$ cat config.mk
export PLATFORM = sky130hd
export DESIGN_NAME = tree_sum4
export DESIGN_NICKNAME = d
export VERILOG_FILES = /design/src/rtl/tree_sum4.sv
export SDC_FILE = /design/constraint.sdc
export NUM_CORES = 1
export LEC_CHECK = 0
export ABC_AREA = 1
export BUFFER_PORTS_ARGS = -buffer_cell sky130_fd_sc_hd__buf_2
export CORE_ASPECT_RATIO = 1.4
export CORE_MARGIN = 2
export CORE_UTILIZATION = 60
export CTS_CLUSTER_DIAMETER = 200
export CTS_CLUSTER_SIZE = 40
export DETAILED_ROUTE_END_ITERATION = 7
export PLACE_DENSITY = 0.89
export SLEW_MARGIN = 5
export SYNTH_ARGS = -nofsm -noshare
export SYNTH_HDL_FRONTEND = slang
export SYNTH_SLANG_ARGS = --single-unit
$ cat constraint.sdc
create_clock -name clk -period 3.8 [get_ports clk]
set_clock_uncertainty 0.05 [all_clocks]
set_input_delay 0.38 -clock clk [delete_from_list [all_inputs] [get_ports clk]]
set_output_delay 0.38 -clock clk [all_outputs]
set_load 0.01 [all_outputs]
$ cat src/rtl/tree_sum4.sv
module tree_sum4 #(
  parameter int W = 16
) (
  input  logic                   clk,
  input  logic                   rst_n,
  input  logic                   start,
  input  logic signed [W-1:0]    op_l1,
  input  logic signed [W-1:0]    op_l2,
  input  logic signed [W-1:0]    op_l3,
  input  logic signed [W-1:0]    op_l4,
  output logic                   done,
  output logic signed [W+6:0]    total,
  output logic [5:0]             cyc
);

  localparam int LANES    = 4;
  localparam int PER_LANE = 32;
  localparam int HOP      = 2;
  localparam int AW       = W + 7;
  localparam int CW       = 6;
  localparam int NLINK    = 3;
  localparam logic [CW-1:0] C_SEND1 = CW'(PER_LANE);
  localparam logic [CW-1:0] C_ADD1  = CW'(PER_LANE + HOP);
  localparam logic [CW-1:0] C_SEND2 = CW'(PER_LANE + HOP + 1);
  localparam logic [CW-1:0] C_ADD2  = CW'(PER_LANE + 2*HOP + 1);
  localparam logic [CW-1:0] C_END   = CW'(PER_LANE + 2*HOP + 2);

  logic                 busy;
  logic                 take;
  logic signed [W-1:0]  op   [LANES];
  logic signed [AW-1:0] acc  [LANES];
  logic signed [AW-1:0] src  [NLINK];
  logic signed [AW-1:0] lk_d [NLINK][HOP];
  logic                 lk_v [NLINK][HOP];

  assign take  = start && !busy;
  assign op[0] = op_l1;
  assign op[1] = op_l2;
  assign op[2] = op_l3;
  assign op[3] = op_l4;

  // link 0: lane2 -> lane1, link 1: lane4 -> lane3, link 2: lane3 -> lane1
  assign src[0] = acc[1];
  assign src[1] = acc[3];
  assign src[2] = acc[2];

  function automatic logic [CW-1:0] send_at(input int j);
    return (j == 2) ? C_SEND2 : C_SEND1;
  endfunction

  always_ff @(posedge clk or negedge rst_n) begin
    if (!rst_n) begin
      busy <= 1'b0;
      cyc  <= '0;
      done <= 1'b0;
    end else begin
      done <= busy && (cyc == C_ADD2);
      if (take) begin
        busy <= 1'b1;
        cyc  <= '0;
      end else if (busy) begin
        cyc <= cyc + CW'(1);
        if (cyc == C_ADD2) busy <= 1'b0;
      end
    end
  end

  always_ff @(posedge clk or negedge rst_n) begin
    if (!rst_n) begin
      for (int i = 0; i < LANES; i++) acc[i] <= '0;
    end else if (take) begin
      for (int i = 0; i < LANES; i++) acc[i] <= '0;
    end else if (busy && cyc < C_SEND1) begin
      for (int i = 0; i < LANES; i++) acc[i] <= acc[i] + AW'(op[i]);
    end else if (busy && cyc == C_ADD1) begin
      acc[0] <= acc[0] + lk_d[0][HOP-1];
      acc[2] <= acc[2] + lk_d[1][HOP-1];
    end
  end

  always_ff @(posedge clk or negedge rst_n) begin
    if (!rst_n) begin
      for (int j = 0; j < NLINK; j++)
        for (int i = 0; i < HOP; i++) begin
          lk_d[j][i] <= '0;
          lk_v[j][i] <= 1'b0;
        end
    end else begin
      for (int j = 0; j < NLINK; j++) begin
        lk_d[j][0] <= src[j];
        lk_v[j][0] <= busy && (cyc == send_at(j));
        for (int i = 1; i < HOP; i++) begin
          lk_d[j][i] <= lk_d[j][i-1];
          lk_v[j][i] <= lk_v[j][i-1];
        end
      end
    end
  end

  always_ff @(posedge clk or negedge rst_n) begin
    if (!rst_n)                     total <= '0;
    else if (busy && cyc == C_ADD2) total <= acc[0] + lk_d[2][HOP-1];
  end

  AST_ROUND1_ARRIVES: assert property (@(posedge clk) disable iff (!rst_n)
    (busy && cyc == C_ADD1) |-> (lk_v[0][HOP-1] && lk_v[1][HOP-1] && !lk_v[2][HOP-1]));
  AST_ROUND2_ARRIVES: assert property (@(posedge clk) disable iff (!rst_n)
    (busy && cyc == C_ADD2) |-> (lk_v[2][HOP-1] && !lk_v[0][HOP-1]));
  AST_DONE_AT_END: assert property (@(posedge clk) disable iff (!rst_n)
    done |-> (cyc == C_END && !busy));
  AST_DONE_PULSE: assert property (@(posedge clk) disable iff (!rst_n)
    done |=> !done);
  AST_TOTAL_HOLD: assert property (@(posedge clk) disable iff (!rst_n)
    !busy |=> $stable(total));
  AST_START_IGNORED: assert property (@(posedge clk) disable iff (!rst_n)
    busy |=> (cyc == $past(cyc) + CW'(1)));
  AST_CYC_HOLD: assert property (@(posedge clk) disable iff (!rst_n)
    (!busy && !start) |=> $stable(cyc));

endmodule

Word level (Yosys, flattened, before mapping) --
Cells that the tools add are included.
Cells by class: $add $sub $neg 8, reductions and logical operators 8, mux-type cells 12, order comparisons 1, equal/unequal tests 2
Operators with widths (count):
- 2-to-1 mux 23 bit | 6
- adder 23 x 16 -> 23 bit | 4
- 2-to-1 mux 92 bit | 1
- adder 23 bit | 3
- equality test 6 bit, second input constant | 2
- 2-to-1 mux 6 bit | 2
- adder 6 x 1 -> 6 bit, second input constant | 1
- < comparator 6 bit, second input constant | 1
- logical AND 1 bit | 4
- nonzero test 2 bit | 2
- 2-to-1 mux 1 bit | 3
- nonzero test 3 bit | 1
- logical NOT 1 bit | 1
Word-level totals: word-level logic and storage cells 45, flip-flop bits (word level) 261, input bits 67, output and inout port bits 30

Longest topological paths before layout --
depth after elaboration 5, gate-level depth with buffers 19, gate-level depth less buffers 18

Worst setup path after synthesis --
OpenSTA, ideal clock, no wires.
kind reg-to-reg, start register cyc[5], end register acc[81] (netlist name), setup time 117 ps, path buffers 2, path slack 1049 ps, required time 3633 ps, cell stages (with the launch flop) 20, clock period less this slack 2751 ps, arrival 2584 ps, cells stage by stage dfrtp_1 > inv_1 > nand2_2 > clkbuf_1 > buf_2 > nand2_1 > nand2_1 > ha_1 > inv_1 > fa_1 > inv_1 > nand3_1 > nand3_1 > nand2_1 > nand3_1 > nand2_1 > nand2_1 > nand2_1 > nand3_1 > nand2_1
On the way: cells in the longest elaborated chain, start to end 4, elaborated cells between the ends (all ways) 7, those cells by class order compare (1); eq/ne (1); mux (2); reduce/logical (3)
RTL lines:
- start: declaration | RTL line 13 | output logic [5:0] cyc
- start signal: assignment | RTL line 62 | cyc <= cyc + CW'(1);
- < comparator 6 bit | RTL line 73 | end else if (busy && cyc < C_SEND1) begin
- logical AND 1 bit | RTL line 73
- 2-to-1 mux 23 bit | RTL line 73
- 2-to-1 mux 92 bit | RTL line 71 | end else if (take) begin
- end: declaration | RTL line 31 | logic signed [AW-1:0] acc [LANES];
Several ways; a longest one is shown, not always the timed one. A chain may end at the register's enable or synchronous reset.

Final worst setup path --
start register busy, end register acc[85] (netlist name)
On the way: cells in the longest elaborated chain, start to end 3, elaborated cells between the ends (all ways) 7, those cells by class mux (2); reduce/logical (5)
RTL lines:
- start: declaration | RTL line 28 | logic busy;
- start signal: assignment | RTL line 53 | busy <= 1'b0;
- start signal: assignment | RTL line 59 | busy <= 1'b1;
- start signal: assignment | RTL line 63 | if (cyc == C_ADD2) busy <= 1'b0;
- logical AND 1 bit or logical NOT 1 bit (tied branches) | RTL line 73, 36
- 2-to-1 mux 23 bit or logical AND 1 bit (tied branches) | RTL line 73, 36
- 2-to-1 mux 92 bit or nonzero test 3 bit (tied branches)
Several ways; a longest one is shown, not always the timed one.

==> results.cfg <==
[place]
io_buffers = 96
gp_congestion = 1.018
dp_hpwl_mm = 34.32

[synth]
synth_fp_nets = 2572
yosys.area.top_type = dfrtp_1
synth.distinct_cells = 35
synth_ff_type = dfrtp_1
yosys-top-cells-count = nand2_1, inv_1, dfrtp_1
ys_top_cells_by_area = dfrtp_1, nand2_1, inv_1, ha_1, nand3_1
seq_area_frac_synth = 0.3984
synth_top_area_share = 0.3984
ys_warn_count = 0
synthArstFlopShare = 1.000
syn_area_mm2 = 0.01639
synth_edf_count = 0
synth.avg_cell_area_um2 = 6.876
syn_inst = 2384
synth-seq-cells = 261
synth.most_common_cell = nand2_1

[worst_setup_path]
cp.arrival_ps = 3420
slowest_stage = buf_4
crit_fanout = 51
ff2ff_setup_slack_ps = 740
critPathMostFrequentCell = nand2_1
critPathRequiredTime_ps = 4160
crit_chain = nand2_2, buf_4, nand2_1, nand2_1, ha_1, inv_1, fa_1, inv_1, nand3_1, nand3_1, nand2_1, nand3_1, nand2_1, nand2_1, nand2_1, nand3_1, nand2_1
end_kind = flip-flop
max_stage_delay_ps = 500
worstSetupStartpointType = flip-flop
worstSetupPathType = reg -> reg

[clock_tree]
htreeDepth = 1
cts_tree = yes
numCtsBuffers = 10
cts_sinks = 261
post_cts_buffers = 0
cts.reportedPaths.clkPinSlew_ps = 150
clk_path_buf_depth = 3
cts-root-buf = clkbuf_16
clock_latency_ps = 500

[timing]
final_hold_viol_count = 0
period_minus_slack_ps = 3057
fmax_mhz = 327.1
tns_ps = 0
rsz0062_at_grt = false
finalCritPeriodShare = 0.8045
slew_viol_final = 0
worstMarginPinSlew_ps = 875.8
max_slew_margin = 0.4161
setup_viol = 0

[floorplan]
die_y_um = 199.6
rows = 71
die_x_um = 143.7
initial_core_util = 0.6090
core_mm2 = 0.02692
io_pins = 97
die_area_mm2 = 0.02868

[global_routing]
grt-ovfl-total = 0
grt_pass1_vias = 14646
grtUsageTotal = 0.3140
grt_first_pass_wirelength_mm = 70.83
antenna_found_initial = 0
grt_max_degree = 113

[drt]
dr.pass1.iters = 5
drtIter0Drc = 1036
dr_total_vias = 15080
wire_per_inst_um = 15.36
drc = 0
vias_per_cell = 5.308
ant_nets = 0
wl_mm = 43.63

[hold_path]
hp-class = in -> reg

[cells_and_area]
syn2layout_area_growth_pct = 7.412
fin_nets = 2664
diodes = 0
fin_util = 0.6541
drive_gt1_frac = 0.05331

[run_status]
status = finished clean

[run]
drv_cap = 0
==> repair_timing <==
item | CTS | global route
hold endpoints to repair | 110 | 0
resized for setup | 0 | 0
hold buffers | 1 | 0
==> sequential cells by signal, summed over array words and instances, names as in the netlist <==
signal	flops
busy	1
acc	92
lk_d	138
done	1
cyc	6
total	23
==> area by class of cell <==
| class | instances | area (µm²) |
|---|---|---|
| fill | 2373 | 9310 |
| multi-input combinational | 1700 | 8232 |
| sequential | 261 | 6531 |
| inverter | 396 | 1491 |
| timing repair buffer | 107 | 600.6 |
| tap | 365 | 456.7 |
| clock buffer | 11 | 275.3 |
| clock inverter | 1 | 20.02 |
==> critical path, delay by kind of cell (launching register included) <==
| family | cells | cell delay, ps |
|---|---|---|
| adders and majority gates | 2 | 640 |
| and+or+nand+nor | 12 | 1110 |
| buffers and inverters | 3 | 690 |
| DFF | 1 | 490 |
==> through the flow <==
stage	setup slack, ps	cells	cell area [µm²]	hold slack (ps)
floorplan	1049	2384	16390	34.41
global placement	818.0	2828	17300	281.3
detailed placement	773.8	2828	17300	284.7
CTS	761.7	2841	17610	183.0
global route	440.1	2841	17610	196.1
finish	743.0	2841	17610	197.0
==> path summary, 6_finish.rpt <==
path,cells after the start,from,to
worst max-delay path,17,busy,acc[85]
worst min-delay path,3,op_l4[0],acc[0]
worst max register to register,17,busy,acc[85]
worst min register to register,0,lk_d[134],lk_d[111]
max in group asynchronous,3,rst_n,lk_d[62]
min in group asynchronous,2,rst_n,total[1]
==> per-layer routing <==
| layer | part of all wire | GRT usage | vias up |
|---|---|---|---|
| li1 | - | - | 7526 |
| met1 | 0.39 | 0.3596 | 6886 |
| met2 | 0.50 | 0.5626 | 495 |
| met3 | 0.043 | 0.02564 | 173 |
| met4 | 0.071 | 0.1968 | 0 |
| met5 | 0 | 0 | - |
==> cell usage in the layout, fill, tap and decap left out, types with 2 or more instances in the layout <==
| cell | instances |
|---|---|
| o22ai_1 | 5 |
| xnor2_1 | 12 |
| buf_4 | 8 |
| buf_12 | 2 |
| and2_1 | 4 |
| clkinv_1 | 2 |
| or2_2 | 4 |
| nand4_1 | 22 |
| buf_2 | 95 |
| fa_1 | 5 |
| a21oi_1 | 82 |
| dfrtp_1 | 261 |
| nand3_1 | 169 |
| a22o_1 | 4 |
| inv_2 | 3 |
| xor2_1 | 4 |
| inv_1 | 389 |
| o21ai_0 | 62 |
| o21ai_1 | 10 |
| nor3_1 | 13 |
| nand3b_1 | 21 |
| clkbuf_16 | 11 |
| or2_1 | 2 |
| nand2_1 | 1010 |
| inv_4 | 2 |
| o31ai_1 | 2 |
| ha_1 | 116 |
| nor2_1 | 145 |
| nand2_4 | 3 |
==> cell families (layout without fill, tap and decap cells) <==
group                    after synthesis  count (layout)  synth area share
AND/OR/NAND/NOR                     1396            1396            0.3459
AO/OA/AOI/OAI                        167             167           0.05305
adder cells (fa/ha/maj)              121             121           0.09465
buffers and inverters                423             515           0.09938
flip-flops                           261             261            0.3984
XOR/XNOR                              16              16          0.008549
Power is left out: the tool's default activity adds up to more than one toggle a clock period on the data nets, which glitch-free logic cannot reach.
